<file path="src/rtl/dma_chan_pkg.sv">
package dma_chan_pkg;

    localparam int CTL_BITS  = 7;
    localparam int FLUSH_BIT = 7;

    typedef enum logic [1:0] {
        ADR_CTL    = 2'd0,
        ADR_INDEX  = 2'd1,
        ADR_MODIFY = 2'd2,
        ADR_COUNT  = 2'd3
    } reg_addr_e;

    // Field order gives bit 0 = enable ... bit 6 = per-word interrupt
    typedef struct packed {
        logic intio;
        logic extdev;
        logic hshake;
        logic master;
        logic dir;
        logic chain;
        logic en;
    } ctl_t;

    localparam logic [1:0] FS_EMPTY = 2'b00;
    localparam logic [1:0] FS_PART  = 2'b10;
    localparam logic [1:0] FS_FULL  = 2'b11;

endpackage

</file>
<file path="src/rtl/dma_port_fifo.sv">
module dma_port_fifo
    import dma_chan_pkg::*;
#(
    parameter int W     = 32,
    parameter int DEPTH = 2
) (
    input  logic         clk,
    input  logic         rst_n,
    input  logic         flush,
    input  logic         push,
    input  logic [W-1:0] wdata,
    input  logic         pop,
    output logic [W-1:0] rdata,
    output logic [1:0]   status,
    output logic         push_ok,
    output logic         pop_ok
);
    localparam int PW = (DEPTH > 1) ? $clog2(DEPTH) : 1;
    localparam int CW = $clog2(DEPTH + 1);
    localparam logic [PW-1:0] LAST = PW'(DEPTH - 1);
    localparam logic [CW-1:0] FULL = CW'(DEPTH);

    typedef struct packed {
        logic [DEPTH-1:0][W-1:0] mem;
        logic [PW-1:0]           rd;
        logic [PW-1:0]           wr;
        logic [CW-1:0]           fill;
    } fifo_st_t;

    fifo_st_t st_d, st_q;

    always_comb begin
        st_d    = st_q;
        push_ok = push && (st_q.fill != FULL) && !flush;
        pop_ok  = pop && (st_q.fill != '0) && !flush;
        if (flush) begin
            st_d.rd   = '0;
            st_d.wr   = '0;
            st_d.fill = '0;
        end else begin
            if (push_ok) begin
                st_d.mem[st_q.wr] = wdata;
                st_d.wr = (st_q.wr == LAST) ? '0 : st_q.wr + 1'b1;
            end
            if (pop_ok) begin
                st_d.rd = (st_q.rd == LAST) ? '0 : st_q.rd + 1'b1;
            end
            case ({push_ok, pop_ok})
                2'b10:   st_d.fill = st_q.fill + 1'b1;
                2'b01:   st_d.fill = st_q.fill - 1'b1;
                default: st_d.fill = st_q.fill;
            endcase
        end
        rdata = st_q.mem[st_q.rd];
        if (st_q.fill == '0)       status = FS_EMPTY;
        else if (st_q.fill == FULL) status = FS_FULL;
        else                        status = FS_PART;
    end

    always_ff @(posedge clk) begin
        if (!rst_n) st_q <= '0;
        else        st_q <= st_d;
    end

    AST_NO_OVERFLOW: assert property (@(posedge clk) disable iff (!rst_n)
        st_q.fill <= FULL);
    AST_STATUS_CODE: assert property (@(posedge clk) disable iff (!rst_n)
        status != 2'b01);
    AST_FLUSH_EMPTIES: assert property (@(posedge clk) disable iff (!rst_n)
        flush |=> (st_q.fill == '0));

endmodule

</file>
<file path="src/rtl/dma_ctl_regs.sv">
module dma_ctl_regs
    import dma_chan_pkg::*;
#(
    parameter int AW  = 32,
    parameter int CNW = 16
) (
    input  logic        clk,
    input  logic        rst_n,
    input  logic        wr,
    input  logic [1:0]  addr,
    input  logic [31:0] wdata,
    input  logic        push_ok,
    input  logic        pop_ok,
    input  logic [1:0]  fifo_status,
    output logic [31:0] rdata,
    output ctl_t        act,
    output logic        flush_now,
    output logic        irq
);
    typedef struct packed {
        ctl_t           ctl;
        ctl_t           act;
        logic           fl1;
        logic           fl2;
        logic [AW-1:0]  idx;
        logic [AW-1:0]  mod;
        logic [CNW-1:0] cnt;
        logic           irq;
    } reg_st_t;

    reg_st_t st_d, st_q;
    logic    xfer;

    always_comb begin
        st_d     = st_q;
        st_d.act = st_q.ctl;
        st_d.fl1 = wr && (addr == ADR_CTL) && wdata[FLUSH_BIT];
        st_d.fl2 = st_q.fl1;
        st_d.irq = st_q.act.intio && (push_ok || pop_ok);
        xfer     = pop_ok && st_q.act.en && (st_q.cnt != '0);
        if (xfer) begin
            st_d.cnt = st_q.cnt - 1'b1;
            st_d.idx = st_q.idx + st_q.mod;
            if (st_q.cnt == CNW'(1)) begin
                st_d.ctl.en = 1'b0;
                st_d.act.en = 1'b0;
            end
        end
        if (wr) begin
            case (reg_addr_e'(addr))
                ADR_CTL:    st_d.ctl = ctl_t'(wdata[CTL_BITS-1:0]);
                ADR_INDEX:  if (!st_q.ctl.en) st_d.idx = wdata[AW-1:0];
                ADR_MODIFY: if (!st_q.ctl.en) st_d.mod = wdata[AW-1:0];
                ADR_COUNT:  if (!st_q.ctl.en) st_d.cnt = wdata[CNW-1:0];
                default:    ;
            endcase
        end
        case (reg_addr_e'(addr))
            ADR_CTL:    rdata = {22'd0, fifo_status, 1'b0, st_q.ctl};
            ADR_INDEX:  rdata = 32'(st_q.idx);
            ADR_MODIFY: rdata = 32'(st_q.mod);
            default:    rdata = 32'(st_q.cnt);
        endcase
        act       = st_q.act;
        flush_now = st_q.fl2;
        irq       = st_q.irq;
    end

    always_ff @(posedge clk) begin
        if (!rst_n) st_q <= '0;
        else        st_q <= st_d;
    end

    AST_APPLY_DELAY: assert property (@(posedge clk) disable iff (!rst_n)
        (wr && addr == ADR_CTL) |=> ##1 (st_q.act.dir == $past(wdata[2], 2)));
    AST_PARAM_LOCK: assert property (@(posedge clk) disable iff (!rst_n)
        (wr && addr == ADR_MODIFY && st_q.ctl.en) |=> $stable(st_q.mod));
    AST_AUTO_CLEAR: assert property (@(posedge clk) disable iff (!rst_n)
        (xfer && st_q.cnt == CNW'(1) && !(wr && addr == ADR_CTL))
            |=> (!st_q.act.en && !st_q.ctl.en));
    AST_IRQ_CAUSE: assert property (@(posedge clk) disable iff (!rst_n)
        st_q.irq |-> $past(st_q.act.intio));

endmodule

</file>
<file path="src/rtl/dma_chan_ctl.sv">
module dma_chan_ctl
    import dma_chan_pkg::*;
#(
    parameter int DW    = 32,
    parameter int DEPTH = 2,
    parameter int AW    = 32,
    parameter int CNW   = 16
) (
    input  logic          clk,
    input  logic          rst_n,
    input  logic          reg_wr,
    input  logic [1:0]    reg_addr,
    input  logic [31:0]   reg_wdata,
    output logic [31:0]   reg_rdata,
    input  logic          fifo_push,
    input  logic [DW-1:0] push_data,
    input  logic          fifo_pop,
    output logic [DW-1:0] pop_data,
    output logic [1:0]    fifo_status,
    output logic          irq,
    output logic [6:0]    act_ctl
);
    logic push_ok, pop_ok, flush_now;
    ctl_t act;

    dma_port_fifo #(.W(DW), .DEPTH(DEPTH)) u_fifo (
        .clk     (clk),
        .rst_n   (rst_n),
        .flush   (flush_now),
        .push    (fifo_push),
        .wdata   (push_data),
        .pop     (fifo_pop),
        .rdata   (pop_data),
        .status  (fifo_status),
        .push_ok (push_ok),
        .pop_ok  (pop_ok)
    );

    dma_ctl_regs #(.AW(AW), .CNW(CNW)) u_regs (
        .clk         (clk),
        .rst_n       (rst_n),
        .wr          (reg_wr),
        .addr        (reg_addr),
        .wdata       (reg_wdata),
        .push_ok     (push_ok),
        .pop_ok      (pop_ok),
        .fifo_status (fifo_status),
        .rdata       (reg_rdata),
        .act         (act),
        .flush_now   (flush_now),
        .irq         (irq)
    );

    assign act_ctl = act;

endmodule

</file>
<file path="config.mk">
export PLATFORM = sky130hd
export DESIGN_NAME = dma_chan_ctl
export DESIGN_NICKNAME = d
export VERILOG_FILES = /design/src/rtl/dma_chan_pkg.sv /design/src/rtl/dma_port_fifo.sv /design/src/rtl/dma_ctl_regs.sv /design/src/rtl/dma_chan_ctl.sv
export SDC_FILE = /design/constraint.sdc
export NUM_CORES = 1
export LEC_CHECK = 0
export BUFFER_PORTS_ARGS = -buffer_cell sky130_fd_sc_hd__buf_2
export CAP_MARGIN = 20
export CORE_UTILIZATION = 57
export DETAILED_ROUTE_END_ITERATION = 12
export PLACE_DENSITY = 0.81
export SLEW_MARGIN = 20
export SYNTH_ARGS = -nofsm -noshare
export SYNTH_HDL_FRONTEND = slang
export SYNTH_SLANG_ARGS = --single-unit
</file>
<file path="constraint.sdc">
create_clock -name clk -period 3.1 [get_ports clk]
set_input_delay 0.31 -clock clk [delete_from_list [all_inputs] [get_ports clk]]
set_output_delay 0.31 -clock clk [all_outputs]
set_load 0.01 [all_outputs]
</file>
==> impl_metrics.yaml, run 1 <==
sta:
  setup_viol: 0
  worst_pin_slew_ns: 0.934
  fin_skew_ns: 0.00917
  final.setup.tns_ns: 0
  maxSlewViolCount: 0
  hold_viol_final: 0
  timing.fmax_mhz: 345
  min_period_ns: 2.90
  slew-limit-headroom_pct: 37.6
  finalCritPeriodShare_pct: 93.6
placement:
  placed_cells: 1417
  gp_congestion: 0.912
  io_buffer_count: 144
  dp_hpwl_um: 16700
drt:
  viasPerCell: 5.96
  wl_um: 24700
  drt_iter0_drc: 693
  highest_layer: "met4"
  met3_length_um: 1750
  num_vias: 8642
  postRouteAntennaNets: 0
  drc: 0
  first_pass_iters: 5
  wl_met2_um: 11700
  routedWlPerCell_um: 17.0
  met1_length_um: 10700
pwr:
  powerDensity_nw_per_um2: 540
  leakage_uw: 0.00441
  irDropWorstVdd_uv: 379
  p_total_uw: 5650
clocking:
  cts_buffers: 17
  clock_path_buffers: 2
  h-tree-depth: 4
  clkSinkCount: 165
  postCtsSetupRepairBufs: 0
  cts_root_buffer: "clkbuf_16"
  clk_pin_slew_ns: 0.07
  clkLatencyLatePin_ns: 0.44
  tritoncts: "yes"
die:
  rows: 45
  start_util_pct: 58.7
  io_pins: 145
  coreArea_um2: 15300
  die-height_um: 128
  dieArea_um2: 16300
  die_w_um: 128
layout:
  final_common_cell: "nand2_1"
  n_antenna_cell: 0
  finalNetCount: 1333
  mostFrequentLayoutCells: "nand2_1 (263), dfxtp_1 (165), buf_2 (144), a21oi_1 (140), nor2_1 (64)"
  area_growth_pct: 16.4
  layout-drive-gt1-share_pct: 21.5
  layout.cells.non_filler: 1449
worst_setup_path:
  cpPeakStageDelay_ns: 0.41
  worst_path_max_delay_cell: "fa_1"
  path_max_fanout: 4
  crit_type: "flip-flop to flip-flop"
  required_ns: 3.48
  r2r-start: "u_regs.st_q[17]"
  crit_arrival_ns: 3.28
  critPathLaunchType: "flip-flop"
  crit_path_end_kind: "flip-flop"
  worstPathCellList: "ha_1, fa_1, a21o_1, a221oi_1, o211a_1, o31ai_2, a21boi_1, o31ai_1, a311oi_1, a31o_2"
  crit_start: "u_regs.st_q[17]"
global_route:
  antenna_found_initial: 0
  grtUsageTotal_pct: 30.7
  grt_max_degree: 73
  first_global_vias: 8023
  grt_overflow: 0
  grt_pass1_wl_um: 39800
yosys:
  yosysSeqAreaShare_pct: 36.7
  synth_edf_count: 0
  synthFlopType: "dfxtp_1"
  syn_inst: 1120
  synth_nets: 1228
  synth_warnings: 0
  synth-async-reset-ratio_pct: 0
  yosysUniqueCellTypes: 66
  synth-seq-cells: 165
  avgSynthCellArea_um2: 8.03
  synth.cell_area_um2: 8990
run:
  drv_cap: 0
hold_path:
  holdCritPathClass: "input port to flip-flop"
  min-delay-start: "push_data[18]"
outcome:
  status: "completed"
registers in the layout (all words and copies together), names as in the netlist:
register and count:
u_regs.irq 1, u_regs.st_d 7, u_regs.st_q 81, u_regs.act 7
u_fifo.st_q 68, u_regs.flush_now 1
worst max-delay path: cells and delay by family, from the launching register on:
family	cells	cell delay [ns]
fa+ha+maj	2	0.64
flops	1	0.32
compound gates	8	1.88
per-stage QoR:
stage	area (um^2)	util, %	hold slack (ns)	setup slack [ns]
6_report	10500	68.3	0.116	0.198
5_1_grt	10500	68.3	0.111	-0.00808
4_1_cts	10500	68.3	0.108	0.197
3_5_place_dp	9850	64.3	0.439	0.219
3_3_place_gp	9850	64.3	0.415	0.279
2_1_floorplan	8990	-	0.412	0.406
logic make-up after synthesis:
family	after synthesis	share of synthesized area (%)
AOI/OAI and AO/OA	295	21.0
xor gates and xnor gates	40	3.90
adders and majority gates	37	5.23
buffers and inverters	97	4.34
DFF	165	36.7
muxes	58	8.25
and+or+nand+nor	428	20.6
routing by layer:
layer | GRT usage (%) | vias up
met2 | 50.3 | 336
li1 | - | 4157
met1 | 40.3 | 4102
met4 | 11.3 | 0
met5 | 0 | -
met3 | 5.61 | 47
cell usage after synthesis (2+ instances only):
master | n | share of area (%)
a22oi_1 | 2 | 0.17
nor2b_1 | 6 | 0.42
o211ai_1 | 3 | 0.25
ha_1 | 36 | 5.0
inv_1 | 13 | 0.54
a21oi_1 | 140 | 7.8
a31oi_1 | 8 | 0.56
nand2_1 | 264 | 11
a211oi_1 | 10 | 0.83
clkbuf_1 | 74 | 3.1
xnor2_1 | 22 | 2.1
mux2_2 | 39 | 4.9
or3_1 | 4 | 0.28
o2111ai_1 | 3 | 0.29
o21ai_0 | 33 | 1.8
a311oi_1 | 19 | 1.9
nor4_1 | 6 | 0.42
buf_4 | 7 | 0.58
a31o_2 | 3 | 0.29
a21boi_0 | 2 | 0.17
nor3b_1 | 6 | 0.50
and2_1 | 15 | 1.0
buf_1 | 2 | 0.084
o41ai_1 | 2 | 0.19
nand4_1 | 3 | 0.21
o31ai_1 | 5 | 0.42
a221oi_1 | 5 | 0.49
mux4_2 | 9 | 2.3
o221ai_1 | 3 | 0.29
nor2_1 | 65 | 2.7
xor2_1 | 18 | 1.8
and3_1 | 6 | 0.42
o21bai_1 | 3 | 0.25
a22o_1 | 23 | 2.2
nand3_1 | 31 | 1.7
nand2b_1 | 6 | 0.42
a21o_1 | 15 | 1.3
mux2i_1 | 10 | 1.1
dfxtp_1 | 165 | 37
nor3_1 | 8 | 0.45
where the power goes:
group	internal, uW	switching [uW]
clock network	1240	941
registers	2270	110
logic	452	644
total	3960	1700
path summary, 6_finish.rpt:
kind | cells after the start | to | slack, ns
worst max register to register | 10 | u_regs.st_q[75] | 0.20
worst max-delay path | 10 | u_regs.st_q[75] | 0.20
worst min register to register | 1 | u_regs.flush_now | 0.45
worst min-delay path | 3 | u_fifo.st_q[54] | 0.12
cell type report:
class,instances,area [um^2]
fill,1295,4850
multi-input combinational,858,5320
timing repair buffer,169,921
inverter,14,55.1
clock inverter,13,160
sequential,165,3300
tap,211,264
clock buffer,19,443
timing repair:
item | CTS | global route
endpoints found under the setup margin | 0 | 2
gates resized for setup | 0 | 2
hold buffers | 0 | 0
No activity file was read; power rests on OpenSTA's default activity.
==> run 2: changes to the inputs <==
Settings changed: CTS_BUF_LIST set to sky130_fd_sc_hd__clkbuf_16.
==> run 2 against run 1 <==
Against the previous run: total power shrank 0.54%; highest routed layer unchanged; register-to-register slack hardly changed; clock-buffer cell count decreased by 2; clock power about the same; die area stayed put; critical path type unchanged.
==> impl_metrics.yaml, run 2 (synthesis gave the netlist of run 1 again) <==
worst_setup_path:
  crit_path_end_kind: "flip-flop"
  crit_type: "flip-flop to flip-flop"
  worst_path_dominant_cell_family: "compound AO/OA/AOI/OAI gates"
  crit_buf_inv: 0
  worstPathCellList: "ha_1, fa_1, a21o_1, a221oi_1, o211a_1, o31ai_2, a21boi_1, o31ai_1, a311oi_1, a31o_2"
  critPathLaunchType: "flip-flop"
  rr_worst_depth: 10
  worst_path_max_delay_cell: "fa_1"
  required_ns: 3.48
  cpPeakStageDelay_ns: 0.41
  cp.depth: 10
  path_max_fanout: 4
  crit_arrival_ns: 3.28
layout:
  mostFrequentLayoutCells: "nand2_1 (263), dfxtp_1 (165), buf_2 (144), a21oi_1 (140), nor2_1 (64)"
  utilization_pct: 68.3
  largestRegisters: "u_regs.st_q x81, u_fifo.st_q x68"
  finalNetCount: 1333
  largest_register_ffs: 81
  layout-drive-gt1-share_pct: 21.4
  layout.cells.non_filler: 1449
  n_antenna_cell: 0
  area_growth_pct: 16.3
  final_common_cell: "nand2_1"
  regMostFlops: "u_regs.st_q"
  fillers: 1297
hold_path:
  hold_depth: 3
  holdCritPathClass: "input port to flip-flop"
clocking:
  h-tree-depth: 4
  ctsHoldBuffers: 0
  cts_resized: 0
  cts_root_buffer: "clkbuf_16"
  cts_buffers: 17
  clock_path_buffers: 2
  tritoncts: "yes"
  clkSinkCount: 165
  clk_pin_slew_ns: 0.07
  clkLatencyLatePin_ns: 0.44
  postCtsSetupRepairBufs: 0
pwr:
  seq_power_share_pct: 42.3
  clkPwrFrac_pct: 38.2
  p_int_uw: 3930
  leakage_uw: 0.00441
  p_total_uw: 5620
  p_sw_uw: 1690
  powerDensity_nw_per_um2: 538
  irDropWorstVdd_uv: 378
  power_frac_comb_pct: 19.5
  p_sw_share_pct: 30.1
drt:
  routedWlPerCell_um: 17.0
  first_pass_iters: 5
  num_vias: 8700
  drt_iter0_drc: 647
  viasPerCell: 6.00
  wl_um: 24600
  postRouteAntennaNets: 0
  drc: 0
die:
  die_w_um: 128
  die-height_um: 128
  dieArea_um2: 16300
  rows: 45
  start_util_pct: 58.7
  coreArea_um2: 15300
  io_pins: 145
global_route:
  grtUsageTotal_pct: 30.5
  grt_overflow: 0
  first_global_vias: 8028
  grt_pass1_wl_um: 39700
  antenna_found_initial: 0
  grt_max_degree: 73
placement:
  placed_cells: 1417
  dp_hpwl_um: 16700
  io_buffer_count: 144
  pre_cts_ws_ns: 0.219
  gp_congestion: 0.912
sta:
  finalCritPeriodShare_pct: 93.5
  timing.fmax_mhz: 345
  hold_viol_final: 0
  slew-limit-headroom_pct: 36.7
  fin_skew_ns: 0.00859
  maxSlewViolCount: 0
  worst_pin_slew_ns: 0.948
  hold_ws_ns: 0.117
  setup_viol: 0
  min_period_ns: 2.90
  postLayoutSetupSlackWorst_ns: 0.200
outcome:
  status: "completed"
run:
  drv_cap: 0
## run 2: cell count changes in the layout (fill, tap and decap cells not counted)
cell and change:
clkbuf_1 -1, clkbuf_8 -1, clkinv_1 +1, inv_1 +1
## run 2: power groups by stage
stage | logic, uW | registers [uW] | clock network [uW]
CTS | 1090 | 2370 | 2160
global placement | 1060 | 2410 | 0
global route | 1200 | 2390 | 2270
detailed placement | 1080 | 2420 | 0
floorplan | 762 | 2390 | 0
finish | 1090 | 2380 | 2150
## run 2: final timing paths
kind / slack [ns] / start / to
worst min-delay path: 0.12 / push_data[22] / u_fifo.st_q[58]
worst max register to register: 0.20 / u_regs.st_q[17] / u_regs.st_q[75]
worst min register to register: 0.45 / u_regs.st_d[81] / u_regs.flush_now
worst max-delay path: 0.20 / u_regs.st_q[17] / u_regs.st_q[75]
## run 2: routing by layer
layer	wire (um)	part of all wire, %	vias to the layer above	global-route usage, %
met5	0	0	-	0
met4	507	2.1	0	11.0
met3	1840	7.5	40	5.36
met2	11700	48	375	50.2
met1	10500	43	4126	40.3
li1	-	-	4159	-
## run 2: final cells by class
| type | count | area, um^2 | area share, % |
|---|---|---|---|
| repair buffers | 169 | 921 | 8.81 |
| inverters | 14 | 55.1 | 0.527 |
| well taps | 211 | 264 | 2.52 |
| flip-flops and latches | 165 | 3300 | 31.6 |
| clock inverters | 15 | 168 | 1.60 |
| multi-input cells | 858 | 5320 | 50.9 |
| clock buffers | 17 | 425 | 4.07 |
## run 2: worst min-delay path: stages
cell	delay, ns
buf_2	0.10
nand2_1	0.05
a21oi_1	0.05
## run 2: stage by stage
step	area [um^2]	TNS, ns
floorplan	8990	0
global placement	9850	0
detailed placement	9850	0
CTS	10400	0
global route	10500	-0.00808
finish	10500	0
